[src/rtl/csdec_pkg.sv]
// Package: shared field positions, code values and helpers for the
// chip-select bank decoder. Assumes register words at least 13 bits wide.
package csdec_pkg;

    // Bit positions inside the base and option words
    localparam int VALID_BIT = 0;
    localparam int MS_LSB    = 5;
    localparam int PAGE_BIT  = 10;
    localparam int PS_LSB    = 11;

    // Back-end machine codes
    localparam logic [2:0] MS_GENERAL = 3'b000;
    localparam logic [2:0] MS_NAND    = 3'b001;
    localparam logic [2:0] MS_PROG_A  = 3'b100;
    localparam logic [2:0] MS_PROG_B  = 3'b101;
    localparam logic [2:0] MS_PROG_C  = 3'b110;

    // Port width codes
    localparam logic [1:0] PS_BYTE = 2'b01;
    localparam logic [1:0] PS_HALF = 2'b10;

    typedef enum logic [1:0] {
        BOOT_NOR8     = 2'b00,
        BOOT_NOR16    = 2'b01,
        BOOT_NAND8    = 2'b10,
        BOOT_EXTERNAL = 2'b11
    } boot_e;

    // True when a machine code names an existing back-end machine
    function automatic logic msel_legal(input logic [2:0] code);
        return (code == MS_GENERAL) || (code == MS_NAND) ||
               (code == MS_PROG_A)  || (code == MS_PROG_B) ||
               (code == MS_PROG_C);
    endfunction

endpackage

[src/rtl/csdec_bank_regs.sv]
// Module: storage for one bank's decoded fields (base, width, machine,
// enable, mask, page flag). Reset values arrive as inputs so the same
// module serves the boot bank and the plain banks. Writes land on the
// clock edge; readers see them from the next cycle.
module csdec_bank_regs #(
    parameter int HI_W = 17
) (
    input  logic            clk,
    input  logic            rst_n,
    input  logic [1:0]      rst_psize,
    input  logic [2:0]      rst_msel,
    input  logic            rst_valid,
    input  logic            rst_page,
    input  logic            wr_base,
    input  logic            wr_opt,
    input  logic [HI_W-1:0] wr_hi,
    input  logic [1:0]      wr_psize,
    input  logic [2:0]      wr_msel,
    input  logic            wr_valid,
    input  logic            wr_page,
    output logic [HI_W-1:0] base_hi,
    output logic [1:0]      psize,
    output logic [2:0]      msel,
    output logic            valid,
    output logic [HI_W-1:0] mask_hi,
    output logic            page
);

    // Base word fields: reset to zero address plus strap-driven fields
    always_ff @(posedge clk) begin
        if (!rst_n) begin
            base_hi <= '0;
            psize   <= rst_psize;
            msel    <= rst_msel;
            valid   <= rst_valid;
        end else if (wr_base) begin
            base_hi <= wr_hi;
            psize   <= wr_psize;
            msel    <= wr_msel;
            valid   <= wr_valid;
        end
    end

    // Option word fields: the mask resets to zero (matches everything)
    always_ff @(posedge clk) begin
        if (!rst_n) begin
            mask_hi <= '0;
            page    <= rst_page;
        end else if (wr_opt) begin
            mask_hi <= wr_hi;
            page    <= wr_page;
        end
    end

endmodule

[src/rtl/csdec_match.sv]
// Module: per-bank address comparator. A bank hits when it is enabled
// and all address bits selected by its mask equal its base bits.
module csdec_match #(
    parameter int HI_W = 17
) (
    input  logic [HI_W-1:0] addr_hi,
    input  logic [HI_W-1:0] base_hi,
    input  logic [HI_W-1:0] mask_hi,
    input  logic            valid,
    output logic            hit
);

    // Masked equality compare gated by the enable bit
    always_comb hit = valid && (((addr_hi ^ base_hi) & mask_hi) == '0);

endmodule

[src/rtl/csdec_prio.sv]
// Module: fixed-priority picker; the lowest-index set request wins.
// Assumes at least two requesters.
module csdec_prio #(
    parameter int N = 8,
    localparam int IDX_W = $clog2(N)
) (
    input  logic [N-1:0]     req,
    output logic [N-1:0]     grant,
    output logic [IDX_W-1:0] idx,
    output logic             any
);

    // Scan from the top so the lowest set index is the last one kept
    always_comb begin
        grant = '0;
        idx   = '0;
        any   = 1'b0;
        for (int i = N - 1; i >= 0; i--) begin
            if (req[i]) begin
                grant    = '0;
                grant[i] = 1'b1;
                idx      = IDX_W'(i);
                any      = 1'b1;
            end
        end
    end

endmodule

[src/rtl/cs_bank_decoder.sv]
// Module: chip-select bank decoder top. Holds NUM_BANKS register pairs,
// matches each request against all of them in one cycle and registers
// the chosen bank, its machine code and port width. Bank 0 resets from
// boot straps with a zero mask. Assumes CMP_LSB >= 13 so the address
// field sits above the control fields of the base word.
module cs_bank_decoder
    import csdec_pkg::*;
#(
    parameter int NUM_BANKS = 8,
    parameter int ADDR_W    = 32,
    parameter int CMP_LSB   = 15
) (
    input  logic                         clk,
    input  logic                         rst_n,
    input  logic [1:0]                   boot_mode,
    input  logic                         boot_large_page,
    input  logic                         reg_we,
    input  logic [$clog2(NUM_BANKS)-1:0] reg_bank,
    input  logic                         reg_sel,
    input  logic [ADDR_W-1:0]            reg_wdata,
    input  logic                         txn_valid,
    input  logic [ADDR_W-1:CMP_LSB]      txn_addr_hi,
    input  logic [1:0]                   txn_size,
    input  logic                         txn_write,
    output logic                         hit_valid,
    output logic                         miss,
    output logic [NUM_BANKS-1:0]         cs_sel,
    output logic [2:0]                   mach_sel,
    output logic [1:0]                   port_size,
    output logic                         large_page,
    output logic [1:0]                   out_size,
    output logic                         out_write
);

    localparam int HI_W  = ADDR_W - CMP_LSB;
    localparam int IDX_W = $clog2(NUM_BANKS);

    // Control bits of the write word that carry no field
    logic unused_wdata;
    assign unused_wdata = ^{reg_wdata[CMP_LSB-1:PS_LSB+2],
                            reg_wdata[PAGE_BIT-1:MS_LSB+3],
                            reg_wdata[MS_LSB-1:VALID_BIT+1]};

    // Boot-strap reset image for bank 0
    logic [1:0] boot_psize;
    logic [2:0] boot_msel;
    logic       boot_valid;
    logic       boot_page;

    // Translate the strap code into bank 0 reset fields
    always_comb begin
        boot_psize = '0;
        boot_msel  = MS_GENERAL;
        boot_valid = 1'b0;
        boot_page  = 1'b0;
        case (boot_e'(boot_mode))
            BOOT_NOR8:  begin boot_psize = PS_BYTE; boot_valid = 1'b1; end
            BOOT_NOR16: begin boot_psize = PS_HALF; boot_valid = 1'b1; end
            BOOT_NAND8: begin
                boot_psize = PS_BYTE;
                boot_msel  = MS_NAND;
                boot_valid = 1'b1;
                boot_page  = boot_large_page;
            end
            default: ;
        endcase
    end

    logic [HI_W-1:0]      b_base [NUM_BANKS];
    logic [HI_W-1:0]      b_mask [NUM_BANKS];
    logic [1:0]           b_ps   [NUM_BANKS];
    logic [2:0]           b_ms   [NUM_BANKS];
    logic [NUM_BANKS-1:0] b_val;
    logic [NUM_BANKS-1:0] b_pg;
    logic [NUM_BANKS-1:0] hits;

    for (genvar g = 0; g < NUM_BANKS; g++) begin : g_bank
        localparam bit IS_BOOT = (g == 0);
        logic sel_me;
        assign sel_me = reg_we && (reg_bank == IDX_W'(g));

        csdec_bank_regs #(.HI_W(HI_W)) u_regs (
            .clk       (clk),
            .rst_n     (rst_n),
            .rst_psize (IS_BOOT ? boot_psize : 2'b00),
            .rst_msel  (IS_BOOT ? boot_msel  : 3'b000),
            .rst_valid (IS_BOOT ? boot_valid : 1'b0),
            .rst_page  (IS_BOOT ? boot_page  : 1'b0),
            .wr_base   (sel_me && !reg_sel),
            .wr_opt    (sel_me &&  reg_sel),
            .wr_hi     (reg_wdata[ADDR_W-1:CMP_LSB]),
            .wr_psize  (reg_wdata[PS_LSB+1:PS_LSB]),
            .wr_msel   (reg_wdata[MS_LSB+2:MS_LSB]),
            .wr_valid  (reg_wdata[VALID_BIT]),
            .wr_page   (reg_wdata[PAGE_BIT]),
            .base_hi   (b_base[g]),
            .psize     (b_ps[g]),
            .msel      (b_ms[g]),
            .valid     (b_val[g]),
            .mask_hi   (b_mask[g]),
            .page      (b_pg[g])
        );

        csdec_match #(.HI_W(HI_W)) u_match (
            .addr_hi (txn_addr_hi),
            .base_hi (b_base[g]),
            .mask_hi (b_mask[g]),
            .valid   (b_val[g]),
            .hit     (hits[g])
        );
    end

    logic [NUM_BANKS-1:0] win_onehot;
    logic [IDX_W-1:0]     win_idx;
    logic                 win_any;

    csdec_prio #(.N(NUM_BANKS)) u_prio (
        .req   (hits),
        .grant (win_onehot),
        .idx   (win_idx),
        .any   (win_any)
    );

    // Qualify the winner: a reserved machine code turns the hit into a miss
    logic dec_hit, dec_miss;
    always_comb begin
        dec_hit  = txn_valid && win_any && msel_legal(b_ms[win_idx]);
        dec_miss = txn_valid && !dec_hit;
    end

    // Output stage: one register level between request and result
    always_ff @(posedge clk) begin
        if (!rst_n) begin
            hit_valid  <= 1'b0;
            miss       <= 1'b0;
            cs_sel     <= '0;
            mach_sel   <= '0;
            port_size  <= '0;
            large_page <= 1'b0;
            out_size   <= '0;
            out_write  <= 1'b0;
        end else begin
            hit_valid  <= dec_hit;
            miss       <= dec_miss;
            cs_sel     <= dec_hit ? win_onehot : '0;
            mach_sel   <= dec_hit ? b_ms[win_idx] : 3'b000;
            port_size  <= dec_hit ? b_ps[win_idx] : 2'b00;
            large_page <= dec_hit && b_pg[win_idx];
            out_size   <= txn_valid ? txn_size : 2'b00;
            out_write  <= txn_valid && txn_write;
        end
    end

endmodule

[config.mk]
export PLATFORM = sky130hd
export DESIGN_NAME = cs_bank_decoder
export DESIGN_NICKNAME = d
export VERILOG_FILES = /design/src/rtl/csdec_pkg.sv /design/src/rtl/csdec_bank_regs.sv /design/src/rtl/csdec_match.sv /design/src/rtl/csdec_prio.sv /design/src/rtl/cs_bank_decoder.sv
export SDC_FILE = /design/constraint.sdc
export NUM_CORES = 1
export LEC_CHECK = 0
export BUFFER_PORTS_ARGS = -buffer_cell sky130_fd_sc_hd__clkbuf_2
export CORE_MARGIN = 4
export CORE_UTILIZATION = 60
export CTS_CLUSTER_SIZE = 14
export DETAILED_ROUTE_END_ITERATION = 8
export GPL_ROUTABILITY_DRIVEN = 0
export PLACE_DENSITY = 0.87
export RECOVER_POWER = 100
export SYNTH_ARGS = -nofsm -noshare
export SYNTH_HDL_FRONTEND = slang
export SYNTH_SLANG_ARGS = --single-unit
[constraint.sdc]
create_clock -name clk -period 11.4 [get_ports clk]
set_input_delay 1.71 -clock clk [delete_from_list [all_inputs] [get_ports clk]]
set_output_delay 1.71 -clock clk [all_outputs]
set_load 0.005 [all_outputs]
Yosys cells after proc, flatten, opt, wreduce, memory -nomap -nowiden
Index checks and enable logic that the tools add are counted.
{"block": "totals", "register_bits": 347, "in_bits": 63, "output_inout_bits": 19, "elab_cells": 208}
{"block": "op_classes", "magnitude_cmp": 2, "eq_ne": 15, "n_mux": 44, "bitwise_logic": 19, "n_reduce_logical": 65}
{"cell": "AND 17 bit", "n": 8}
{"cell": "logical NOT 17 bit", "n": 8}
{"cell": "bitwise XOR 17 bit", "n": 8}
{"cell": "two-way mux 3 bit", "n": 13}
{"cell": "logical AND 1 bit", "n": 37}
{"cell": "equality test 3 bit, second input constant", "n": 7}
{"cell": "two-way mux 1 bit", "n": 17}
{"cell": "two-way mux 2 bit", "n": 5}
{"cell": "binary-select mux 3 bit (select 3 bit)", "n": 1}
{"cell": "OR reduction 9 bit", "n": 1}
{"cell": "two-way mux 8 bit", "n": 1}
{"cell": "OR reduction 8 bit", "n": 1}
{"cell": "two-way mux 7 bit", "n": 1}
{"cell": "OR reduction 7 bit", "n": 1}
{"cell": "binary-select mux 2 bit (select 3 bit)", "n": 1}
{"cell": "equality test 3 x 1 -> 1 bit, second input constant", "n": 2}
{"cell": "equality test 3 x 2 -> 1 bit, second input constant", "n": 2}
{"cell": "logical NOT 3 bit", "n": 2}
{"cell": "two-way mux 6 bit", "n": 1}
{"cell": "OR reduction 3 bit", "n": 2}
{"cell": "OR reduction 6 bit", "n": 1}
{"cell": "two-way mux 5 bit", "n": 1}
{"cell": "OR reduction 5 bit", "n": 1}
{"cell": ">= comparator 4 bit, second input constant", "n": 1}
{"cell": "other kinds (15)", "n": 22}

Logic depth before layout (Yosys ltp)
{"block": "logic_depth", "ltp_word": 24, "depth_mapped": 13, "depth_no_buf": 9}

Cells and area by module
A second synthesis with hierarchy kept.
{"block": "hier_totals", "cells_unflattened": 1374, "area_unflattened_um2": 16313.1}
{"module": "csdec_bank_regs", "instances": 8, "cells_per_inst": 127, "area_each_um2": 1646.6}
{"module": "csdec_match", "instances": 8, "cells_per_inst": 30, "area_each_um2": 239.0}
{"module": "cs_bank_decoder", "instances": 1, "cells_per_inst": 96, "area_each_um2": 1069.8}
{"module": "csdec_prio", "instances": 1, "cells_per_inst": 22, "area_each_um2": 158.9}

Least setup slack after synthesis
Ideal clock, no wire load.
{"block": "synth_timing", "kind": "input port to flip-flop", "start": "input txn_addr_hi[19] (netlist name)", "end": "register cs_sel[2]", "setup_ns": 0.103, "t_arrival_ns": 4.676, "setup_slack_ns": 6.621, "stages": 11, "path_cell_list": "buf_2 xor2_1 a22oi_1 nand4_1 nor3_2 or4_2 nor2_4 mux4_1 mux2_4 buf_6 a2111oi_2"}
{"block": "synth_between", "elab_chain_cells": 24, "word_cells_on_any_way": 70}
{"item": "from (decl)", "line": "cs_bank_decoder.sv:22", "source": "input logic [ADDR_W-1:CMP_LSB] txn_addr_hi,"}
{"item": "bitwise XOR 17 bit", "line": "csdec_match.sv:14", "source": "always_comb hit = valid && (((addr_hi ^ base_hi) & mask_hi) == '0);"}
{"item": "AND 17 bit", "line": "csdec_match.sv:14"}
{"item": "logical NOT 17 bit", "line": "csdec_match.sv:14"}
{"item": "logical AND 1 bit", "line": "csdec_match.sv:14"}
{"item": "two-way mux 3 bit (8 in series)", "line": "csdec_prio.sv:19", "source": "if (req[i]) begin"}
{"item": "NOT 3 -> 4 bit (implied by the code)", "line": "cs_bank_decoder.sv:127", "source": "dec_hit = txn_valid && win_any && msel_legal(b_ms[win_idx]);"}
{"item": "binary-select mux 3 bit (select 3 bit)", "line": "cs_bank_decoder.sv:127"}
{"item": "two-way mux 3 bit (implied by the code) (2 in series)", "line": "cs_bank_decoder.sv:127"}
{"item": "equality test 3 x 1 -> 1 bit or logical NOT 3 bit (tied branches)", "line": "csdec_pkg.sv:31", "source": "return (code == MS_GENERAL) || (code == MS_NAND) ||"}
{"item": "logical OR 1 bit (2 in series)", "line": "csdec_pkg.sv:31"}
{"item": "logical OR 1 bit (2 in series)", "line": "csdec_pkg.sv:32", "source": "(code == MS_PROG_A) || (code == MS_PROG_B) ||"}
{"item": "logical AND 1 bit", "line": "cs_bank_decoder.sv:127"}
{"item": "NOT 1 bit (no source line)"}
{"item": "OR reduction 4 bit (no source line)"}
{"item": "to (signal assigned)", "line": "cs_bank_decoder.sv:145", "source": "cs_sel <= dec_hit ? win_onehot : '0;"}
{"item": "to (decl)", "line": "cs_bank_decoder.sv:27", "source": "output logic [NUM_BANKS-1:0] cs_sel,"}
Parallel ways exist; a longest one is shown, timed or not. The select of a mux whose other input is x is not followed.
A chain may end at the register's enable or synchronous reset.

Worst setup path after layout
{"block": "layout_timing", "start": "input rst_n", "end": "register g_bank[6].u_regs.mask_hi[1]"}
{"item": "from (decl)", "line": "cs_bank_decoder.sv:14", "source": "input logic rst_n,"}
{"item": "to (signal assigned)", "line": "csdec_bank_regs.sv:50", "source": "mask_hi <= wr_hi;"}
{"item": "to (decl)", "line": "csdec_bank_regs.sv:25", "source": "output logic [HI_W-1:0] mask_hi,"}
No word-level cell between the ends.

==> summary.md <==
| Metric | Value |
|---|---|
| Status | `complete, but fails checks` |
| Failing checks | `max-capacitance violations, max-slew violations` |
| Critical Path AT | `7.47 ns` |
| Residual DRC | `0` |
| Core box area | `0.0245 mm2` |
| Antenna Nets Post-Route | `0` |
| Fmax achieved | `140 MHz` |
| I/O Pins | `82` |
| Multiplexer share of the synthesized area | `1.53%` |
| Post-CTS Resized | `0` |
| Area leader, netlist | `dfxtp_1` |
| Most common cell after layout, fill and taps aside | `nand2_1` |
| Synthesized net count | `1977` |
| Max_slew headroom | `-187%` |
| Area growth syn-to-layout | `8.88%` |
| # H-tree levels | `2` |
| Syn avg cell area | `7.82 um2` |
| Sink Count | `347` |
| Leakage | `5.84 nW` |
| TritonCTS clock tree | `yes` |
| Post-synth cell types | `57` |
| Crit start category | `primary input` |
| Met3 Use GR | `7.43%` |
| Worst-Skew Late Latency | `0.52 ns` |
| VDD IR-drop max | `96.8 uV` |
| Die Footprint | `0.0275 mm2` |
| Post-synthesis cell area | `0.0150 mm2` |
| Hold WC Path Type | `reg2reg` |
| Final Max Slew Viols | `152` |
| Total number of vias | `13500` |
| Gr busiest metal | `met2` |
| Via/cell ratio | `6.07` |
| GR Util met1 | `37.3%` |
| Async set-reset flop share out of synthesis | `0%` |
| Synth area leaders | `dfxtp_1 45%, nand2_1 18%, a21oi_1 11%, xor2_1 8.0%, clkbuf_1 3.3%` |
| Worst-path clk slew | `0.06 ns` |
| RSZ-0062 raised after global routing | `no` |
| Post-Synth XOR/XNOR Area | `7.96%` |
| Max Fanout on Critical Path | `130` |
| Setup crit end kind | `register` |
| First-pass GRT wire length | `68600 um` |
| Die height | `166 um` |
| GRT Total Usage | `30.9%` |
| Post-DP HPWL | `27200 um` |
| Synth Area in Compound Gates | `16.0%` |
| Synth Area in Simple Gates | `23.1%` |
| Sequential cell area fraction in the yosys report | `46.9%` |
| Setup_tns | `0 ns` |
| Final core occ | `66.6%` |
| Worst path required time | `11.75 ns` |
| Worst Tran Pin Value | `4.31 ns` |
| Largest net degree at the start of global routing | `131` |
| Layout cells sized above 1 | `7.89%` |
| Final WL | `44600 um` |
| Initial DRC count | `1771` |
| I/O Buffers | `73` |
| Min Tclk post-route | `7.12 ns` |
| Final setup viols | `0` |
| Period utilisation layout | `62.5%` |
| Antenna cell count | `0` |
| Post-synth EDFFs | `7` |
| Gr ovfl total | `0` |
| NumNets Final | `1942` |
| CTS root buf | `clkbuf_16` |
| Most frequent cells in the layout | `718 x nand2_1, 340 x dfxtp_1, 328 x a21oi_1` |
| CTS Hold Buffers Added | `0` |
| # rows | `57` |
| Synth Flop Type | `dfxtp_1` |
| DRT Pass-1 Iters | `6` |
| Max-Cap Viols | `5` |
| Post CTS Setup Buffer Count | `0` |
| Main combinational cell family by area after synthesis | `simple AND/OR/NAND/NOR gates` |
| Mapped Cells | `1914` |
| Starting Density | `61.2%` |
| Vias in the first global route | `12800` |
| M2 GR Usage | `49.4%` |
| Clock Skew | `0.0107 ns` |
| CTS Buffer Depth | `3` |
| Setup Crit Path Kind | `in2reg` |
| Die X | `166 um` |
| Antenna violations before repair | `0` |
| Final Hold Vio Count | `0` |
| Yosys top cell area share | `45.5%` |
| Fillcell total | `1870` |
| Synth Warn # | `0` |
| Synth Area in Adders | `0%` |
| Clock buffer count from CTS | `36` |
| Synth Register Bits | `347` |
| PD cells | `158 mW/mm2` |
| WL/cell | `20.0 um` |
## synth_stat cells, drive strengths merged (2+ instances only)
library cell and number:
or2 3, a22oi 49, nor2 14, nand2 718
a21oi 328, a21boi 4, nor4 13, nor3 13
o211ai 2, and3 3, edfxtp 7, o21a 2
nor2b 3, nand4 35, buf 26, and2 3
mux2i 3, o21ai 5, clkbuf 135, or3 8
nand3 7, nand2b 6, or4 7, xor2 136
inv 5, dfxtp 340, mux4 8, a211oi 6
a2111oi 13
## metal layers
| layer | part of all wire, % | vias up |
|---|---|---|
| li1 | - | 6260 |
| met1 | 36 | 6215 |
| met2 | 45 | 793 |
| met3 | 11 | 249 |
| met4 | 8.0 | 0 |
| met5 | 0 | - |
## stage by stage
| stage | hold slack (ns) | total power, mW | area [um2] | cells | setup slack (ns) |
|---|---|---|---|---|---|
| 3_3_place_gp | 0.437 | 1.45 | 15300 | 2165 | 5.68 |
| 6_report | 0.452 | 2.57 | 16300 | 2226 | 4.28 |
| 2_1_floorplan | 0.432 | 1.39 | 15000 | 1914 | 6.62 |
| 4_1_cts | 0.450 | 2.57 | 16400 | 2226 | 6.09 |
| 3_5_place_dp | 0.442 | 1.45 | 15300 | 2165 | 5.63 |
| 5_1_grt | 0.466 | 2.64 | 16300 | 2226 | 3.98 |
## sequential cells by signal, indices dropped and copies added, names as in the netlist
signal	flops
miss	1
g_bank.u_regs.base_hi	136
g_bank.u_regs.mask_hi	136
out_write	1
g_bank.u_regs.msel	24
large_page	1
port_size	2
cs_sel	8
hit_valid	1
out_size	2
mach_sel	3
g_bank.u_regs.valid	8
g_bank.u_regs.page	8
g_bank.u_regs.psize	16
## kinds of logic (layout without fill, tap and decap cells)
family | after synthesis | after routing
XOR/XNOR | 136 | 136
AO/OA/AOI/OAI | 417 | 417
multiplexers | 12 | 12
flip-flops | 347 | 347
AND/OR/NAND/NOR | 836 | 836
buffers and inverters | 166 | 154
## worst max-delay path, stage by stage
cell	delay (ns)
clkbuf_1	0.45
inv_8	0.69
clkbuf_1	3.08
buf_4	1.20
a21oi_1	0.11
## power breakdown
part           leakage [nW]  total, mW  internal (mW)  switching (mW)
registers              2.81       1.25           1.24          0.0100
clock network         0.550       1.14          0.670           0.470
logic                  2.48      0.184         0.0478           0.137
total                  5.84       2.57           1.95           0.617
## area by class of cell
type | instances | area, um2 | area share (%)
flip-flops and latches | 347 | 7020 | 43.0
repair buffers | 88 | 452 | 2.77
clock buffers | 57 | 1080 | 6.63
well taps | 324 | 405 | 2.49
clock inverters | 4 | 47.5 | 0.292
inverters | 5 | 26.3 | 0.161
multi-input cells | 1401 | 7270 | 44.6
## worst paths after layout
kind	from	slack [ns]	to	cells after the start
max	rst_n	4.28	g_bank[6].u_regs.mask_hi[1]	5
min	g_bank[7].u_regs.mask_hi[9]	0.45	g_bank[7].u_regs.mask_hi[9]	2
max reg2reg	g_bank[1].u_regs.base_hi[10]	6.12	cs_sel[0]	10
min reg2reg	g_bank[7].u_regs.mask_hi[9]	0.45	g_bank[7].u_regs.mask_hi[9]	2
Power figures use the tool's default switching activity.
